$ cat src/rtl/dio_evt_pkg.sv
package dio_evt_pkg;
  localparam int unsigned PORT_W = 8;
  localparam int unsigned SYNC_STAGES = 2;

  typedef enum logic [1:0] {
    SEL_REF_VAL  = 2'd0,
    SEL_PAT_MASK = 2'd1,
    SEL_CHG_MASK = 2'd2,
    SEL_NONE     = 2'd3
  } cfg_sel_e;

  typedef struct packed {
    logic [PORT_W-1:0] ref_val;
    logic [PORT_W-1:0] pat_mask;
    logic [PORT_W-1:0] chg_mask;
  } det_cfg_t;
endpackage

$ cat src/rtl/dio_sync.sv
module dio_sync #(
  parameter int unsigned WIDTH  = 8,
  parameter int unsigned STAGES = 2
) (
  input  logic             clk,
  input  logic             rst_n,
  input  logic [WIDTH-1:0] async_in,
  output logic [WIDTH-1:0] sync_out
);
  localparam int unsigned LAST = STAGES - 1;

  logic [WIDTH-1:0] stage_q [STAGES];

  for (genvar s = 0; s < STAGES; s++) begin : g_stage
    if (s == 0) begin : g_first
      always_ff @(posedge clk or negedge rst_n) begin
        if (!rst_n) stage_q[s] <= '0;
        else        stage_q[s] <= async_in;
      end
    end else begin : g_next
      always_ff @(posedge clk or negedge rst_n) begin
        if (!rst_n) stage_q[s] <= '0;
        else        stage_q[s] <= stage_q[s-1];
      end
    end
  end

  assign sync_out = stage_q[LAST];
endmodule

$ cat src/rtl/dio_cfg_regs.sv
module dio_cfg_regs
  import dio_evt_pkg::*;
#(
  parameter int unsigned WIDTH = PORT_W
) (
  input  logic             clk,
  input  logic             rst_n,
  input  logic             we,
  input  cfg_sel_e         sel,
  input  logic [WIDTH-1:0] wdata,
  output logic [WIDTH-1:0] ref_val,
  output logic [WIDTH-1:0] pat_mask,
  output logic [WIDTH-1:0] chg_mask,
  output logic             chg_mask_wr
);
  logic [WIDTH-1:0] ref_q, pmask_q, cmask_q;

  always_ff @(posedge clk or negedge rst_n) begin
    if (!rst_n) begin
      ref_q   <= '0;
      pmask_q <= '0;
      cmask_q <= '0;
    end else if (we) begin
      unique case (sel)
        SEL_REF_VAL:  ref_q   <= wdata;
        SEL_PAT_MASK: pmask_q <= wdata;
        SEL_CHG_MASK: cmask_q <= wdata;
        default: ;
      endcase
    end
  end

  assign ref_val     = ref_q;
  assign pat_mask    = pmask_q;
  assign chg_mask    = cmask_q;
  assign chg_mask_wr = we && (sel == SEL_CHG_MASK);
endmodule

$ cat src/rtl/dio_pat_det.sv
module dio_pat_det #(
  parameter int unsigned WIDTH = 8
) (
  input  logic             clk,
  input  logic             rst_n,
  input  logic [WIDTH-1:0] sample,
  input  logic [WIDTH-1:0] ref_val,
  input  logic [WIDTH-1:0] mask,
  output logic             evt
);
  logic [WIDTH-1:0] miss;
  logic             hit_now, hit_q, evt_q;

  assign miss    = (sample ^ ref_val) & mask;
  assign hit_now = (mask != '0) && (miss == '0);

  always_ff @(posedge clk or negedge rst_n) begin
    if (!rst_n) begin
      hit_q <= 1'b0;
      evt_q <= 1'b0;
    end else begin
      hit_q <= hit_now;
      evt_q <= hit_now && !hit_q;
    end
  end

  assign evt = evt_q;
endmodule

$ cat src/rtl/dio_cos_det.sv
module dio_cos_det #(
  parameter int unsigned WIDTH = 8
) (
  input  logic             clk,
  input  logic             rst_n,
  input  logic [WIDTH-1:0] sample,
  input  logic [WIDTH-1:0] mask,
  input  logic             absorb,
  output logic [WIDTH-1:0] prev,
  output logic             evt
);
  logic [WIDTH-1:0] prev_q, diff;
  logic             evt_q;

  assign diff = (sample ^ prev_q) & mask;

  always_ff @(posedge clk or negedge rst_n) begin
    if (!rst_n) begin
      prev_q <= '0;
      evt_q  <= 1'b0;
    end else begin
      prev_q <= sample;
      evt_q  <= (diff != '0) && !absorb;
    end
  end

  assign prev = prev_q;
  assign evt  = evt_q;
endmodule

$ cat src/rtl/dio_event_detector.sv
module dio_event_detector
  import dio_evt_pkg::*;
(
  input  logic              clk,
  input  logic              rst_n,
  input  logic [PORT_W-1:0] pa_pins,
  input  logic [PORT_W-1:0] pb_pins,
  input  logic              cfg_we,
  input  logic [1:0]        cfg_sel,
  input  logic [PORT_W-1:0] cfg_wdata,
  output logic              match_evt,
  output logic              chg_evt
);
  logic [PORT_W-1:0] pa_sync, pb_sync, pb_prev;
  logic              chg_mask_wr;
  det_cfg_t          cfg;

  dio_sync #(.WIDTH(PORT_W), .STAGES(SYNC_STAGES)) u_sync_a (
    .clk(clk), .rst_n(rst_n), .async_in(pa_pins), .sync_out(pa_sync)
  );

  dio_sync #(.WIDTH(PORT_W), .STAGES(SYNC_STAGES)) u_sync_b (
    .clk(clk), .rst_n(rst_n), .async_in(pb_pins), .sync_out(pb_sync)
  );

  dio_cfg_regs #(.WIDTH(PORT_W)) u_cfg (
    .clk(clk), .rst_n(rst_n), .we(cfg_we), .sel(cfg_sel_e'(cfg_sel)),
    .wdata(cfg_wdata), .ref_val(cfg.ref_val), .pat_mask(cfg.pat_mask),
    .chg_mask(cfg.chg_mask), .chg_mask_wr(chg_mask_wr)
  );

  dio_pat_det #(.WIDTH(PORT_W)) u_pat (
    .clk(clk), .rst_n(rst_n), .sample(pa_sync), .ref_val(cfg.ref_val),
    .mask(cfg.pat_mask), .evt(match_evt)
  );

  dio_cos_det #(.WIDTH(PORT_W)) u_cos (
    .clk(clk), .rst_n(rst_n), .sample(pb_sync), .mask(cfg.chg_mask),
    .absorb(chg_mask_wr), .prev(pb_prev), .evt(chg_evt)
  );
endmodule

$ cat config.mk
export PLATFORM = sky130hd
export DESIGN_NAME = dio_event_detector
export DESIGN_NICKNAME = d
export VERILOG_FILES = /design/src/rtl/dio_evt_pkg.sv /design/src/rtl/dio_sync.sv /design/src/rtl/dio_cfg_regs.sv /design/src/rtl/dio_pat_det.sv /design/src/rtl/dio_cos_det.sv /design/src/rtl/dio_event_detector.sv
export SDC_FILE = /design/constraint.sdc
export NUM_CORES = 1
export LEC_CHECK = 0
export BUFFER_PORTS_ARGS = -buffer_cell sky130_fd_sc_hd__buf_4
export CORE_ASPECT_RATIO = 1.2
export CORE_MARGIN = 3
export CORE_UTILIZATION = 49
export DETAILED_ROUTE_END_ITERATION = 12
export PLACE_DENSITY = 0.66
export SYNTH_ARGS = -nofsm -noshare
export SYNTH_HDL_FRONTEND = slang
export SYNTH_SLANG_ARGS = --single-unit
$ cat constraint.sdc
create_clock -name clk -period 3.38 [get_ports clk]
set_clock_uncertainty 0.15 [all_clocks]
set_input_delay 0.507 -clock clk [delete_from_list [all_inputs] [get_ports clk]]
set_output_delay 0.507 -clock clk [all_outputs]
set_load 0.01 [all_outputs]
==> results of run 1 <==
state kept, by name, indices dropped and copies added (netlist names):
name / cells
u_sync_a.stage_q: 8
u_pat.evt: 1
u_cfg.pat_mask: 8
u_sync_b.sync_out: 8
u_cos.prev: 8
u_pat.hit_q: 1
u_sync_a.sync_out: 8
u_cfg.ref_val: 8
u_cfg.chg_mask: 8
u_cos.evt: 1
u_sync_b.stage_q: 8
cell usage after synthesis:
cell	number	area, um2
a21boi_0	1	7.51
a221oi_1	2	17.5
a22o_1	2	17.5
a22oi_1	4	30.0
dfrtp_1	67	1680
mux2_2	24	270
nand2_1	2	7.51
nand3_1	1	5.00
nand3b_2	2	22.5
nor2_1	1	3.75
nor3_1	1	5.00
nor3b_4	1	18.8
nor4_1	2	12.5
xor2_1	16	140
per-layer routing:
layer  up-vias  part of all wire  track usage
li1        518                 -            -
met1       564              0.41        0.189
met2        29              0.51        0.238
met3         8             0.051       0.0507
met4         0             0.026       0.0913
met5         -                 0            0
kinds of logic after synthesis:
kind of cell     Yosys count
AND/OR/NAND/NOR           10
AO/OA/AOI/OAI              9
XOR/XNOR                  16
flip-flops                67
multiplexers              24
how the worst max path moves through the flow:
stage | startpoint | end | slack (ps) | depth (start not counted)
global route | u_sync_b.sync_out[4]$_DFF_PN0_ | u_cos.evt$_DFF_PN0_ | 1830 | 4
detailed placement | cfg_sel[0] | u_cfg.ref_val[7]$_DFFE_PN0P_ | 1640 | 3
global placement | cfg_sel[0] | u_cfg.ref_val[2]$_DFFE_PN0P_ | 1700 | 3
CTS | u_cos.evt$_DFF_PN0_ | chg_evt | 1850 | 1
floorplan | cfg_sel[0] | u_cfg.ref_val[0]$_DFFE_PN0P_ | 1900 | 2
finish | u_cos.evt$_DFF_PN0_ | chg_evt | 1880 | 1
power breakdown:
part | switching [mW] | internal, mW
combinational | 0.0692 | 0.103
sequential | 0.0517 | 0.890
clock | 0.259 | 0.376
area by class of cell:
cell class                      instances  share of cell area
Sequential cell                        67               0.616
Multi-Input combinational cell         59               0.205
Timing Repair Buffer                   30              0.0827
Clock buffer                           13              0.0583
Tap cell                               56              0.0257
Clock inverter                          2              0.0129
per-stage QoR:
stage                     area (um2)  cells  utilization  hold slack [ps]  worst slack [ps]
after CTS                       2720    227        0.630              115              1850
after global placement          2530    212        0.585              182              1700
after floorplan                 2230    126            -             61.4              1900
after global routing            2720    227        0.630              111              1830
after detailed placement        2530    212        0.585              185              1640
final                           2720    227        0.630              121              1880
==> impl_metrics.json, run 1 <==
{
  "wire_per_inst_um": 14.8,
  "die_area_um2": 5410,
  "critPathTopFamily": "flip-flops",
  "peakVddDrop_uv": 335,
  "reg2reg_from": "u_sync_b.sync_out[4]$_DFF_PN0_",
  "r2r_slack_ps": 1940,
  "clockBufferDepth": 2,
  "synth_top_family_by_area": "multiplexers",
  "io_pins": 31,
  "synthSimpleGateAreaFrac": 0.0336,
  "hold_path_class": "in -> async",
  "fp.dieW_um": 67.6,
  "drive_gt1_frac": 0.409,
  "hold_buffers": 0,
  "setup.worst_path.end_class": "primary output",
  "grt_pass1_vias": 1254,
  "grt.total_usage": 0.155,
  "cts_tree": "done",
  "final_common_cell": "dfrtp_1",
  "setup_viol": 0,
  "p_per_area_nw_per_um2": 642,
  "place.gp.congestion": 0.793,
  "synthCells": 126,
  "grt_max_degree": 68,
  "antenna_cells": 0,
  "critPathMaxFanout": 1,
  "synth_nets": 155,
  "synth_seq_cells": 67,
  "cp_cell_sequence": "buf_4",
  "fin_crit_sh": 0.445,
  "max_slew_margin": 0.466,
  "drt_iter0_drc": 36,
  "path_clk_slew_ps": 70,
  "status": "completed",
  "max_cap_violations": 0,
  "critPathSlowestCell": "dfrtp_1",
  "cp.arrival_ps": 850,
  "hpwlAfterDp_mm": 2.34,
  "cts_made_buffers": 9,
  "critical-path-max-stage-delay_ps": 380,
  "grt_pass1_wl_mm": 5.89,
  "synth_compound_area_frac": 0.0325,
  "leakage_nw": 1.25,
  "die_y_um": 80.0,
  "core_area_um2": 4330,
  "drt-total-wl_mm": 3.35,
  "antenna_found_initial": 0,
  "synth_xor_area_frac": 0.0627,
  "clock-sinks": 67,
  "ys_seq_area_frac": 0.750,
  "initial_core_util": 0.516,
  "muxShareOfSynthArea": 0.121,
  "tightest_slew_ps": 800,
  "htreeDepth": 3,
  "synth.avg_cell_area_um2": 17.7,
  "post_cts_buffers": 0,
  "min_period_ps": 1500,
  "regArea_um2": 1680,
  "hold_violations": 0,
  "tns_ps": 0,
  "port_buffers": 30,
  "layout_common_cells": "dfrtp_1 (67), buf_4 (30), mux2_2 (24)",
  "cts-root-buf": "clkbuf_8",
  "report.power.total_mw": 1.75,
  "fmax_ghz": 0.665,
  "cts_resized": 0,
  "ant_nets": 0,
  "reg2reg_depth": 4,
  "syn2layout_area_growth_pct": 21.9,
  "crit_path_start_kind": "flip-flop",
  "routed_via_density": 4.93,
  "grt_overflow": 0,
  "rsz0062_at_grt": "false",
  "rows": 26,
  "yosysUniqueCellTypes": 14,
  "vias": 1119,
  "synthAdderAreaFrac": 0,
  "slew_viol_final": 0,
  "yosysWarnings": 0,
  "mappedNetlistArea_um2": 2230,
  "critPathKind": "reg -> out",
  "timing.rr.end": "u_cos.evt$_DFF_PN0_",
  "first_pass_iters": 2,
  "crit_buf_inv": 1,
  "required_ps": 2720,
  "multi_input_area_um2": 558,
  "fillerInstances": 340,
  "insertion_delay_ps": 330,
  "route.detailed.drc": 0,
  "nets": 196
}
No activity file was read; power rests on OpenSTA's default activity.
==> run 2, diff against run 1 <==
==> constraint.sdc (replaced) <==
create_clock -name clk -period 1.5 [get_ports clk]
set_clock_uncertainty 0.15 [all_clocks]
set_input_delay 0.225 -clock clk [delete_from_list [all_inputs] [get_ports clk]]
set_output_delay 0.225 -clock clk [all_outputs]
set_load 0.01 [all_outputs]
==> run 2 against run 1 <==
Compared with the run above: hold slack worse by 110 ps; count of clock-buffer cells in the layout is the same; wire length increased by 3.2%; global-route usage up 0.14 points; total power increased by 130%; cell count rose by 9.7%; largest power group unchanged; final area increased by 9.2%; sequential share of layout area shrank 5.2 points; combinational power rose to 2.6 times the previous value; worst setup slack lost 1800 ps.
==> impl_metrics.json, run 2 (same netlist as run 1, synthesis figures left out) <==
{
  "crit_path_start_kind": "flip-flop",
  "setup.worst_path.end_class": "flip-flop",
  "hold_start": "cfg_wdata[3]",
  "hold_depth": 2,
  "reg2reg_depth": 4,
  "die_y_um": 80.0,
  "rows": 26,
  "port_buffers": 30,
  "grt_pass1_wl_mm": 5.95,
  "drive_gt1_frac": 0.389,
  "insertion_delay_ps": 320,
  "path_clk_slew_ps": 70,
  "leakage_nw": 1.36,
  "critPathKind": "reg -> reg",
  "cts-root-buf": "clkbuf_8",
  "grt.total_usage": 0.157,
  "min_to": "u_cfg.ref_val[3]$_DFFE_PN0P_",
  "rsz0062_at_grt": "false",
  "r2r_slack_ps": 120,
  "clockBufferDepth": 2,
  "tightest_slew_ps": 370,
  "slew_viol_final": 0,
  "grt_pass1_vias": 1346,
  "final_cells": 249,
  "layout_common_cells": "dfrtp_1 (67), buf_4 (31), mux2_2 (24)",
  "wire_per_inst_um": 13.9,
  "antenna_cells": 0,
  "route.detailed.drc": 0,
  "fin_crit_sh": 0.920,
  "first_pass_iters": 4,
  "placedCellCount": 215,
  "peakVddDrop_uv": 701,
  "hpwlAfterDp_mm": 2.36,
  "placed_cell_area_um2": 2580,
  "timing.rr.end": "u_cos.evt$_DFF_PN0_",
  "initial_core_util": 0.516,
  "grt_max_degree": 31,
  "drt_iter0_drc": 38,
  "place.gp.congestion": 0.814,
  "antenna_found_initial": 0,
  "max_slew_margin": 0.753,
  "fmax_ghz": 0.725,
  "syn2layout_area_growth_pct": 33.1,
  "cts_made_buffers": 9,
  "max_cap_violations": 0,
  "io_pins": 31,
  "vias": 1236,
  "setup_viol": 0,
  "hold_path_class": "in -> reg",
  "critPathMaxFanout": 2,
  "min_period_ps": 1380,
  "cts_tree": "done",
  "finalInstanceArea_um2": 2970,
  "ant_nets": 0,
  "nets": 218,
  "status": "completed",
  "core_area_um2": 4330,
  "final_common_cell": "dfrtp_1",
  "hold_violations": 0,
  "clock-sinks": 67,
  "cp.arrival_ps": 1420,
  "required_ps": 1540,
  "grt_overflow": 0,
  "drt-total-wl_mm": 3.46,
  "p_per_area_nw_per_um2": 1350,
  "routed_via_density": 4.96,
  "tns_ps": 0,
  "reg2reg_from": "u_sync_b.sync_out[4]$_DFF_PN0_",
  "htreeDepth": 3,
  "fp.dieW_um": 67.6,
  "die_area_um2": 5410
}
-- run 2: changes by cell type in the layout (fill, tap and decap cells not counted), sizes merged --
| cell | previous run | this run |
|---|---|---|
| dlygate4sd3 | 0 | 19 |
| buf | 30 | 33 |
-- run 2: timing repair --
item                                   in CTS  in global routing
setup endpoints to repair                   0                  1
gates resized for setup                     0                  2
endpoints found under the hold margin      50                  0
buffers inserted                            0                  0
hold buffers                               19                  0
-- run 2: worst max-delay path, cell delays in order (launching register included) --
cell and delay, ps:
dfrtp_1 390, xor2_1 140, a22o_1 230, a221oi_2 190, a21boi_0 140
-- run 2: layout make-up --
type / instances / area (um2)
multi-input combinational: 59 / 571
tap: 56 / 70.1
fill: 301 / 1350
sequential: 67 / 1680
clock inverter: 2 / 35.0
timing repair buffer: 52 / 463
clock buffer: 13 / 159
-- run 2: per-layer routing --
layer | vias up | global-route usage | share of wire
li1 | 563 | - | -
met1 | 638 | 0.181 | 0.43
met4 | 0 | 0.0974 | 0.019
met5 | - | 0 | 0
met3 | 6 | 0.0479 | 0.047
met2 | 29 | 0.249 | 0.51
-- run 2: power by group --
group,internal [mW],switching [mW],leakage [nW]
registers,2.01,0.114,0.787
clock network,0.848,0.585,0.0995
logic,0.281,0.172,0.472
-- run 2: worst max path at each step --
stage                                              start                  end  slack (ps)  depth (start not counted)
after floorplan                  u_cos.prev[4]$_DFF_PN0_  u_cos.evt$_DFF_PN0_         220                          4
after global placement           u_cos.prev[2]$_DFF_PN0_  u_cos.evt$_DFF_PN0_         150                          4
after detailed placement  u_sync_b.sync_out[4]$_DFF_PN0_  u_cos.evt$_DFF_PN0_          40                          4
after CTS                 u_sync_b.sync_out[4]$_DFF_PN0_  u_cos.evt$_DFF_PN0_          40                          4
after global routing      u_sync_b.sync_out[4]$_DFF_PN0_  u_cos.evt$_DFF_PN0_          30                          4
final                     u_sync_b.sync_out[4]$_DFF_PN0_  u_cos.evt$_DFF_PN0_         120                          4
-- run 2: metrics by stage --
| step | hold WS [ps] | total power [mW] | worst slack, ps | utilization |
|---|---|---|---|---|
| final | 7.21 | 4.01 | 121 | 0.687 |
| after global routing | 2.92 | 4.20 | 34.7 | 0.687 |
| after CTS | 0.729 | 4.04 | 43.8 | 0.685 |
| after detailed placement | 19.1 | 2.56 | 42.9 | 0.596 |
| after global placement | 12.9 | 2.54 | 152 | 0.596 |
| after floorplan | -221 | 2.36 | 216 | - |
